## src/rtl/dbgp_pkg.sv

```systemverilog
package dbgp_pkg;

    localparam int WORD_W = 16;
    localparam int LONG_W = 2 * WORD_W;

    localparam logic [5:0] OPC_NOP = 6'h00;
    localparam logic [5:0] OPC_REG = 6'h02;
    localparam logic [5:0] OPC_MEM = 6'h05;

    typedef enum logic [1:0] {
        K_NOP = 2'd0,
        K_REG = 2'd1,
        K_MEM = 2'd2
    } kind_e;

    typedef enum logic [1:0] {
        SZ_BYTE = 2'd0,
        SZ_WORD = 2'd1,
        SZ_LONG = 2'd2,
        SZ_RSVD = 2'd3
    } size_e;

    typedef enum logic [1:0] {
        F_ERR  = 2'd0,
        F_BYTE = 2'd1,
        F_WORD = 2'd2,
        F_LONG = 2'd3
    } fmt_e;

    typedef struct packed {
        kind_e      kind;
        logic       write;
        size_e      size;
        logic       areg;
        logic [2:0] regnum;
        logic [2:0] n_addr;
        logic [2:0] n_ext;
        logic       illegal;
    } op_dec_t;

    function automatic logic [LONG_W-1:0] align_addr(input logic [LONG_W-1:0] a, input size_e s);
        case (s)
            SZ_LONG: return {a[LONG_W-1:2], 2'b00};
            SZ_WORD: return {a[LONG_W-1:1], 1'b0};
            default: return a;
        endcase
    endfunction

    function automatic logic [LONG_W-1:0] fit_data(input logic [LONG_W-1:0] d, input size_e s);
        case (s)
            SZ_BYTE: return {{(LONG_W-8){1'b0}}, d[7:0]};
            SZ_WORD: return {{(LONG_W-WORD_W){1'b0}}, d[WORD_W-1:0]};
            default: return d;
        endcase
    endfunction

endpackage

```

## src/rtl/dbgp_decode.sv

```systemverilog
module dbgp_decode
    import dbgp_pkg::*;
(
    input  logic [WORD_W-1:0] op_word,
    output op_dec_t           dec
);

    logic rsvd_set;
    logic known;

    always_comb begin
        dec        = '0;
        known      = 1'b0;
        rsvd_set   = op_word[9] | op_word[5] | op_word[4];
        dec.write  = ~op_word[8];
        dec.size   = size_e'(op_word[7:6]);
        dec.areg   = op_word[3];
        dec.regnum = op_word[2:0];
        case (op_word[15:10])
            OPC_NOP: begin
                known    = 1'b1;
                dec.kind = K_NOP;
            end
            OPC_REG: begin
                known     = 1'b1;
                dec.kind  = K_REG;
                dec.size  = SZ_LONG;
                dec.n_ext = dec.write ? 3'd2 : 3'd0;
            end
            OPC_MEM: begin
                known      = 1'b1;
                dec.kind   = K_MEM;
                dec.n_addr = 3'd2;
                if (!dec.write)
                    dec.n_ext = 3'd2;
                else if (op_word[7:6] == 2'b10)
                    dec.n_ext = 3'd4;
                else
                    dec.n_ext = 3'd3;
            end
            default: known = 1'b0;
        endcase
        dec.illegal = rsvd_set | (op_word[7:6] == 2'b11) | ~known;
        if (dec.illegal) begin
            dec.n_ext  = 3'd0;
            dec.n_addr = 3'd0;
        end
    end

endmodule

```

## src/rtl/dbgp_rsp_fmt.sv

```systemverilog
module dbgp_rsp_fmt
    import dbgp_pkg::*;
#(
    parameter logic [WORD_W-1:0] ERR_WORD = 16'hFFFF
) (
    input  logic              clk,
    input  logic              rst,
    input  logic              load,
    input  fmt_e              mode,
    input  logic [LONG_W-1:0] data,
    input  logic              rsp_ready,
    output logic              rsp_valid,
    output logic [WORD_W-1:0] rsp_word,
    output logic              rsp_last
);

    logic [LONG_W-1:0] shift_q;
    logic [1:0]        left_q;

    always_ff @(posedge clk) begin
        if (rst) begin
            shift_q <= '0;
            left_q  <= 2'd0;
        end else if (load) begin
            case (mode)
                F_ERR: begin
                    shift_q <= {ERR_WORD, {WORD_W{1'b0}}};
                    left_q  <= 2'd1;
                end
                F_BYTE: begin
                    shift_q <= {8'h00, data[7:0], {WORD_W{1'b0}}};
                    left_q  <= 2'd1;
                end
                F_WORD: begin
                    shift_q <= {data[WORD_W-1:0], {WORD_W{1'b0}}};
                    left_q  <= 2'd1;
                end
                default: begin
                    shift_q <= data;
                    left_q  <= 2'd2;
                end
            endcase
        end else if (left_q != 2'd0 && rsp_ready) begin
            shift_q <= {shift_q[WORD_W-1:0], {WORD_W{1'b0}}};
            left_q  <= left_q - 2'd1;
        end
    end

    assign rsp_valid = (left_q != 2'd0);
    assign rsp_word  = shift_q[LONG_W-1:WORD_W];
    assign rsp_last  = (left_q == 2'd1);

    a_r9_word_held: assert property (@(posedge clk) disable iff (rst)
        (rsp_valid && !rsp_ready && !load) |=> (rsp_valid && $stable(rsp_word)));

endmodule

```

## src/rtl/dbg_cmd_parser.sv

```systemverilog
module dbg_cmd_parser
    import dbgp_pkg::*;
#(
    parameter logic [WORD_W-1:0] ERR_WORD = 16'hFFFF
) (
    input  logic              clk,
    input  logic              rst,
    input  logic              in_valid,
    input  logic [WORD_W-1:0] in_word,
    output logic              in_ready,
    output logic              cmd_valid,
    output logic [1:0]        cmd_kind,
    output logic              cmd_write,
    output logic [1:0]        cmd_size,
    output logic              cmd_areg,
    output logic [2:0]        cmd_regnum,
    output logic [LONG_W-1:0] cmd_addr,
    output logic [LONG_W-1:0] cmd_data,
    input  logic              ack_valid,
    input  logic [LONG_W-1:0] ack_data,
    output logic              rsp_valid,
    output logic [WORD_W-1:0] rsp_word,
    input  logic              rsp_ready
);

    typedef enum logic [2:0] {
        ST_OP    = 3'd0,
        ST_EXT   = 3'd1,
        ST_ISSUE = 3'd2,
        ST_WAIT  = 3'd3,
        ST_RSP   = 3'd4
    } state_e;

    state_e            st_q;
    op_dec_t           dec;
    op_dec_t           rec;
    logic [LONG_W-1:0] addr_q;
    logic [LONG_W-1:0] data_q;
    logic [2:0]        ext_idx;
    logic              rd_cmd;
    logic              fmt_load;
    fmt_e              fmt_mode;
    logic              rsp_last;

    dbgp_decode u_decode (
        .op_word (in_word),
        .dec     (dec)
    );

    assign rd_cmd = !rec.write && (rec.kind != K_NOP);

    always_comb begin
        fmt_load = 1'b0;
        fmt_mode = F_ERR;
        if (st_q == ST_OP) begin
            fmt_load = in_valid && dec.illegal;
        end else begin
            fmt_load = (st_q == ST_ISSUE || st_q == ST_WAIT) && ack_valid && rd_cmd;
            case (rec.size)
                SZ_BYTE: fmt_mode = F_BYTE;
                SZ_WORD: fmt_mode = F_WORD;
                default: fmt_mode = F_LONG;
            endcase
        end
    end

    always_ff @(posedge clk) begin
        if (rst) begin
            st_q    <= ST_OP;
            rec     <= '0;
            addr_q  <= '0;
            data_q  <= '0;
            ext_idx <= 3'd0;
        end else begin
            case (st_q)
                ST_OP: if (in_valid) begin
                    rec     <= dec;
                    addr_q  <= '0;
                    data_q  <= '0;
                    ext_idx <= 3'd0;
                    if (dec.illegal)
                        st_q <= ST_RSP;
                    else if (dec.n_ext == 3'd0)
                        st_q <= ST_ISSUE;
                    else
                        st_q <= ST_EXT;
                end
                ST_EXT: if (in_valid) begin
                    if (ext_idx < rec.n_addr)
                        addr_q <= {addr_q[WORD_W-1:0], in_word};
                    else
                        data_q <= {data_q[WORD_W-1:0], in_word};
                    ext_idx <= ext_idx + 3'd1;
                    if (ext_idx == rec.n_ext - 3'd1)
                        st_q <= ST_ISSUE;
                end
                ST_ISSUE: begin
                    if (ack_valid)
                        st_q <= rd_cmd ? ST_RSP : ST_OP;
                    else
                        st_q <= ST_WAIT;
                end
                ST_WAIT: if (ack_valid) st_q <= rd_cmd ? ST_RSP : ST_OP;
                ST_RSP: if (rsp_valid && rsp_ready && rsp_last) st_q <= ST_OP;
                default: st_q <= ST_OP;
            endcase
        end
    end

    dbgp_rsp_fmt #(.ERR_WORD(ERR_WORD)) u_rsp_fmt (
        .clk       (clk),
        .rst       (rst),
        .load      (fmt_load),
        .mode      (fmt_mode),
        .data      (ack_data),
        .rsp_ready (rsp_ready),
        .rsp_valid (rsp_valid),
        .rsp_word  (rsp_word),
        .rsp_last  (rsp_last)
    );

    assign in_ready   = (st_q == ST_OP) || (st_q == ST_EXT);
    assign cmd_valid  = (st_q == ST_ISSUE);
    assign cmd_kind   = rec.kind;
    assign cmd_write  = rec.write;
    assign cmd_size   = rec.size;
    assign cmd_areg   = rec.areg;
    assign cmd_regnum = rec.regnum;
    assign cmd_addr   = align_addr(addr_q, rec.size);
    assign cmd_data   = fit_data(data_q, rec.size);

    a_r7_single_pulse: assert property (@(posedge clk) disable iff (rst)
        cmd_valid |=> !cmd_valid);

    a_r7_input_stalled: assert property (@(posedge clk) disable iff (rst)
        cmd_valid |-> !in_ready);

    a_r2_error_reply: assert property (@(posedge clk) disable iff (rst)
        (in_ready && !ext_idx[0] && st_q == ST_OP && in_valid && dec.illegal)
        |=> (rsp_valid && rsp_word == ERR_WORD && !cmd_valid));

    a_r8_no_overlap: assert property (@(posedge clk) disable iff (rst)
        cmd_valid |-> !rsp_valid);

    a_r9_no_input_in_reply: assert property (@(posedge clk) disable iff (rst)
        rsp_valid |-> !in_ready);

    a_r5_long_aligned: assert property (@(posedge clk) disable iff (rst)
        (cmd_valid && cmd_kind == 2'd2 && cmd_size == 2'd2) |-> (cmd_addr[1:0] == 2'b00));

endmodule

```

## config.mk

```make
export PLATFORM = sky130hd
export DESIGN_NAME = dbg_cmd_parser
export DESIGN_NICKNAME = d
export VERILOG_FILES = /design/src/rtl/dbgp_pkg.sv /design/src/rtl/dbgp_decode.sv /design/src/rtl/dbgp_rsp_fmt.sv /design/src/rtl/dbg_cmd_parser.sv
export SDC_FILE = /design/constraint.sdc
export NUM_CORES = 1
export LEC_CHECK = 0
export BUFFER_PORTS_ARGS = -buffer_cell sky130_fd_sc_hd__buf_2
export CAP_MARGIN = 20
export CORE_MARGIN = 4
export CORE_UTILIZATION = 57
export CTS_CLUSTER_SIZE = 25
export DETAILED_ROUTE_END_ITERATION = 10
export GPL_TIMING_DRIVEN = 0
export PLACE_DENSITY_LB_ADDON = 0.12
export SLEW_MARGIN = 20
export SYNTH_ARGS = -nofsm -noshare
export SYNTH_HDL_FRONTEND = slang
export SYNTH_HIERARCHICAL = 1
export SYNTH_SLANG_ARGS = --single-unit
export TNS_END_PERCENT = 5
```

## constraint.sdc

```tcl
create_clock -name clk -period 3.59 [get_ports clk]
set_input_delay 0.359 -clock clk [delete_from_list [all_inputs] [get_ports clk]]
set_output_delay 0.359 -clock clk [all_outputs]
set_load 0.005 [all_outputs]
```

-- After elaboration in Yosys (flattened, before gate mapping)
Cells that the tools add are included.
- add/sub/neg operators: 3
- order comparisons: 1
- equal/unequal tests: 21
- multiplexer cells: 40
- bitwise operators: 6
- reduce and logical (&&, ||, !) cells: 25
- operators with widths (cell ; count):
    32-bit two-way mux ; 7
    32-bit case mux with 2 select lines ; 3
    32-bit case mux with 3 select lines ; 1
    3-bit two-way mux ; 12
    2-bit two-way mux ; 8
    3-bit case mux with 5 select lines ; 1
    2-bit inequality test (second input constant) ; 7
    2-bit case mux with 2 select lines ; 3
    3-bit case mux with 2 select lines ; 2
    2-bit == test (second input constant) ; 4
    4-bit AND reduction ; 2
    2-bit nonzero test ; 4
    2-bit by 1-bit == test with 1-bit output (second input constant) ; 3
    3-bit by 2-bit == test with 1-bit output (second input constant) ; 2
    6-bit by 2-bit == test with 1-bit output (second input constant) ; 1
    6-bit by 3-bit == test with 1-bit output (second input constant) ; 1
    1-bit logical AND ; 6
    3-bit zero test ; 2
    6-bit zero test ; 1
    3-bit OR reduction ; 2
    5-bit two-way mux ; 1
    5-bit AND reduction ; 1
    2-bit zero test ; 2
    1-bit OR ; 4
    other kinds (13) ; 16
- register bits: 119
- bits of input ports: 53
- output and inout port bits: 92
- word-level logic and storage cells: 109

-- Logic depth before layout (Yosys ltp)
- depth in word-level cells: 11
- mapped depth: 10
- depth with buffers taken out: 8

-- Hierarchy
Netlist, hierarchy kept.
- by module, submodules not included (module ; instances ; cells each ; area an instance (um^2) ; sequential area each (um^2)):
    dbg_cmd_parser ; 1 ; 360 ; 3607.2 ; 1701.6
    dbgp_rsp_fmt ; 1 ; 180 ; 1786.7 ; 680.7
    dbgp_decode ; 1 ; 27 ; 211.5 ; 0.0

-- Least setup slack after synthesis
Ideal clock, no wire load.
- path kind: input-to-reg
- start point: in in_word[7]
- end point: reg u_rsp_fmt.shift_q[10]
- setup time: 0.128 ns
- arrival: 1.782 ns
- required time: 3.462 ns
- path slack: 1.680 ns
- cell stages on the path: 9
- path buffers: 2
- cell sequence: a2111oi_4 o211ai_1 a31oi_1 nor2_1 and3_1 buf_6 buf_6 a32oi_1 nor2_1
- RTL lines (element ; RTL line ; RTL):
    start, declared ; dbg_cmd_parser.sv:9 ; input logic [WORD_W-1:0] in_word,
    end signal, assigned ; dbgp_rsp_fmt.sv:27 ; shift_q <= {ERR_WORD, {WORD_W{1'b0}}};
    end signal, assigned ; dbgp_rsp_fmt.sv:31 ; shift_q <= {8'h00, data[7:0], {WORD_W{1'b0}}};
    end signal, assigned ; dbgp_rsp_fmt.sv:35 ; shift_q <= {data[WORD_W-1:0], {WORD_W{1'b0}}};
    end, declared ; dbgp_rsp_fmt.sv:17 ; logic [LONG_W-1:0] shift_q;

-- Worst setup path in the final report
- start point: reg rec, in the netlist cmd_size[0]
- end point: out cmd_data[21]
- word-level cells in the longest chain between the ends: 2
- elaborated cells between the ends (all ways): 3
- classes of those cells: eq/ne: 1; mux: 1; reduce/logical: 1
- RTL lines (element ; RTL line ; RTL):
    start, declared ; dbg_cmd_parser.sv:36 ; op_dec_t rec;
    start signal, assigned ; dbg_cmd_parser.sv:70 ; rec <= '0;
    start signal, assigned ; dbg_cmd_parser.sv:77 ; rec <= dec;
    2-bit by 1-bit == test with 1-bit output or 2-bit zero test (tied branches) ; dbgp_pkg.sv:50 ; case (s)
    32-bit case mux with 2 select lines (*) ; dbgp_pkg.sv:50 ;
    end, declared ; dbg_cmd_parser.sv:18 ; output logic [LONG_W-1:0] cmd_data,
Mark *: on every way between the ends. The rest lies on a longest branch, timed or not.

==> qor.yml <==
status:
  status: "finished clean"
worst_setup_path:
  crit_required_ns: 3.23
  cp_max_fo: 10
  cpPeakStageDelay_ns: 0.44
  cp-end-kind: "output port"
  critPathTopFamily: "simple AND/OR/NAND/NOR gates"
  worstPathArrival_ns: 2.23
  path_class: "register to output port"
  crit_chain: "inv_1 -> ha_1 -> nor2_1 -> clkbuf_1 -> and2_1 -> buf_2"
  critPathLaunchType: "register"
  critPathSlowestCell: "dfxtp_1"
  crit_buf_inv: 3
power_and_ir_drop:
  p_leak_nw: 3.38
  combPwrFrac_pct: 20.3
  power_frac_clock_pct: 42.1
  sw_frac_of_total_pct: 30.0
  power_density_mw_per_mm2: 544
  ir_worst_vdd_mv: 0.342
  power.net_switching_mw: 1.15
  power_frac_seq_pct: 37.6
  p_int_mw: 2.69
clock_network:
  cts.sinks: 119
  cts_made_buffers: 17
  cts_max_path_buffers: 2
  cts_tree: "yes"
  cts_resized: 0
  clk_latency_ns: 0.52
  postCtsHoldBufs: 0
  clkTransAtPathRegs_ns: 0.06
  postCtsSetupRepairBufs: 0
  htree_levels: 4
  root_buffer: "clkbuf_8"
logic_synthesis:
  synth.distinct_cells: 62
  async_flop_share_pct: 0
  yosys_most_used_dff: "dfxtp_1"
  synth_common_cells: "119 x dfxtp_1, 76 x buf_4, 64 x a22o_1"
  synth-seq-cells: 119
  synth_area_leaders: "dfxtp_1 43%, buf_4 10%, a22o_1 10%"
  yosysWarnings: 6
  yosys.area.top_type: "dfxtp_1"
  synth-edff-count: 0
  synth_area_mm2: 0.00561
  synth.top_cell.area_share_pct: 42.5
  syn_area_per_cell_um2: 9.89
  syn-instance-count: 567
  synth.most_common_cell: "dfxtp_1"
  yosysSeqAreaShare_pct: 42.5
detailed_routing:
  vias_per_cell: 5.58
  dr_total_vias: 4875
  wire_per_inst_um: 17.1
  drtAntennaViolNets: 0
  drtIter0Drc: 343
  routed_wl_um: 14900
  dr.pass1.iters: 5
  route.detailed.drc: 0
sta:
  rsz0062_at_grt: "false"
  fmax_mhz: 387
  hold_viol: 0
  finalClockSkew_ns: 0.0126
  relSlewSlack_pct: 61.8
  finalWorstPathRequiredPeriod_ns: 2.58
  worstMarginPinSlew_ns: 0.573
  drv_slew: 0
  setup_violations: 0
  setup_tns_ns: 0
  period_share_pct: 72.0
  layout_setup_ws_ns: 1.01
finish:
  diodes: 0
  syn2layout_area_growth_pct: 25.9
  drive_above_1_share_pct: 39.0
  nets: 794
die:
  fp.dieW_um: 107
  start_util_pct: 59.5
  die_area_mm2: 0.0115
  io-pin-count: 145
  fp.dieH_um: 107
  core_mm2: 0.00942
  std_cell_rows: 35
global_route:
  gr-total-overflow: 0
  antenna_found_initial: 0
  grt_pass1_vias: 4653
  grt_max_degree: 17
  grt_first_pass_wirelength_um: 23700
  grt.total_usage_pct: 26.1
placement:
  hpwlAfterDp_um: 10800
  gp_congestion: 0.838
  preCtsSetupSlack_ns: 1.04
  portBuffers: 144
job:
  maxCapViolCount: 0
worst_hold_path:
  hp-class: "input pin to register"
## stage by stage
stage                     hold slack [ns]  utilization, %  cell area, um2  power (mW)  cells
after global routing               0.0701            75.0            7060        4.00    873
after global placement              0.442            68.9            6490        2.21    841
final                              0.0811            75.0            7060        3.84    873
after CTS                          0.0694            75.0            7060        3.85    873
after detailed placement            0.451            68.9            6490        2.23    841
after floorplan                     0.428               -            5610        1.99    568
## power groups by stage
stage	clock (mW)	sequential, mW	combinational, mW
after global placement	0	1.47	0.745
after global routing	1.69	1.45	0.851
after floorplan	0	1.46	0.535
after CTS	1.63	1.44	0.771
final	1.61	1.44	0.778
after detailed placement	0	1.47	0.763
## final timing paths
| kind | endpoint | from | depth (start not counted) | slack, ns |
|---|---|---|---|---|
| worst min-delay path | u_rsp_fmt/shift_q[14] | ack_data[14] | 3 | 0.08 |
| worst max-delay path | cmd_data[21] | cmd_size[0] | 6 | 1.01 |
| worst min register to register | cmd_regnum[0] | cmd_regnum[0] | 2 | 0.46 |
| worst max register to register | u_rsp_fmt/shift_q[7] | st_q[0] | 8 | 1.36 |
## layout by cell type (no fill, tap or decap), types with 4 or more instances in the layout
cell,netlist,final
buf_2,9,153
dfxtp_1,119,119
buf_4,76,76
a22o_1,64,64
nand2_1,37,37
nor2_1,35,35
and2_1,26,26
a21oi_1,24,24
mux2i_1,24,24
clkbuf_16,0,16
a32oi_1,16,16
inv_1,15,15
ha_1,10,10
o2bb2ai_1,9,9
clkbuf_1,8,8
buf_6,8,8
inv_6,0,8
o22ai_1,8,8
a21boi_0,6,6
nor3_1,5,5
nand2b_1,5,5
o32ai_1,5,5
nor2b_1,4,4
nand3b_1,4,4
## per-layer routing
layer / global-route usage [%] / up-vias / routed length, um
met2: 42.6 / 190 / 7110
met1: 33.9 / 2351 / 6470
met3: 6.74 / 28 / 1030
met5: 0 / - / 0
met4: 7.85 / 0 / 280
li1: - / 2306 / -
## registers in the layout, indices dropped and copies added (netlist names)
name               flops
addr_q                32
data_q                32
u_rsp_fmt/shift_q     32
rec                    6
cmd_regnum             3
ext_idx                3
st_q                   3
cmd_kind               2
cmd_size               2
u_rsp_fmt/left_q       2
cmd_areg               1
cmd_write              1
## cells by family after synthesis
| logic type | synth area share, % |
|---|---|
| other | 0.0669 |
| AND/OR/NAND/NOR | 12.6 |
| multiplexers | 4.29 |
| AO/OA/AOI/OAI | 23.0 |
| XOR/XNOR | 0.871 |
| buffers and inverters | 14.5 |
| adder cells (fa/ha/maj) | 2.23 |
| flip-flops | 42.5 |
## area by class of cell
cell class / instances / area [um2]
plain buffers: 103 / 754
clock buffers: 17 / 414
repair buffers: 144 / 721
flip-flops and latches: 119 / 2380
multi-input cells: 331 / 2420
well taps: 129 / 161
clock inverters: 15 / 153
fillers: 703 / 2360
inverters: 15 / 56.3
## worst reg2reg max path, stage by stage (launching register included)
cell and delay [ns]:
dfxtp_1 0.30, buf_2 0.17, nor2_1 0.22, a31oi_1 0.14, nor2_1 0.38, inv_1 0.21
buf_1 0.32, a32oi_1 0.30, nor2_1 0.06
Note: power is estimated with default switching activity, not from simulation.
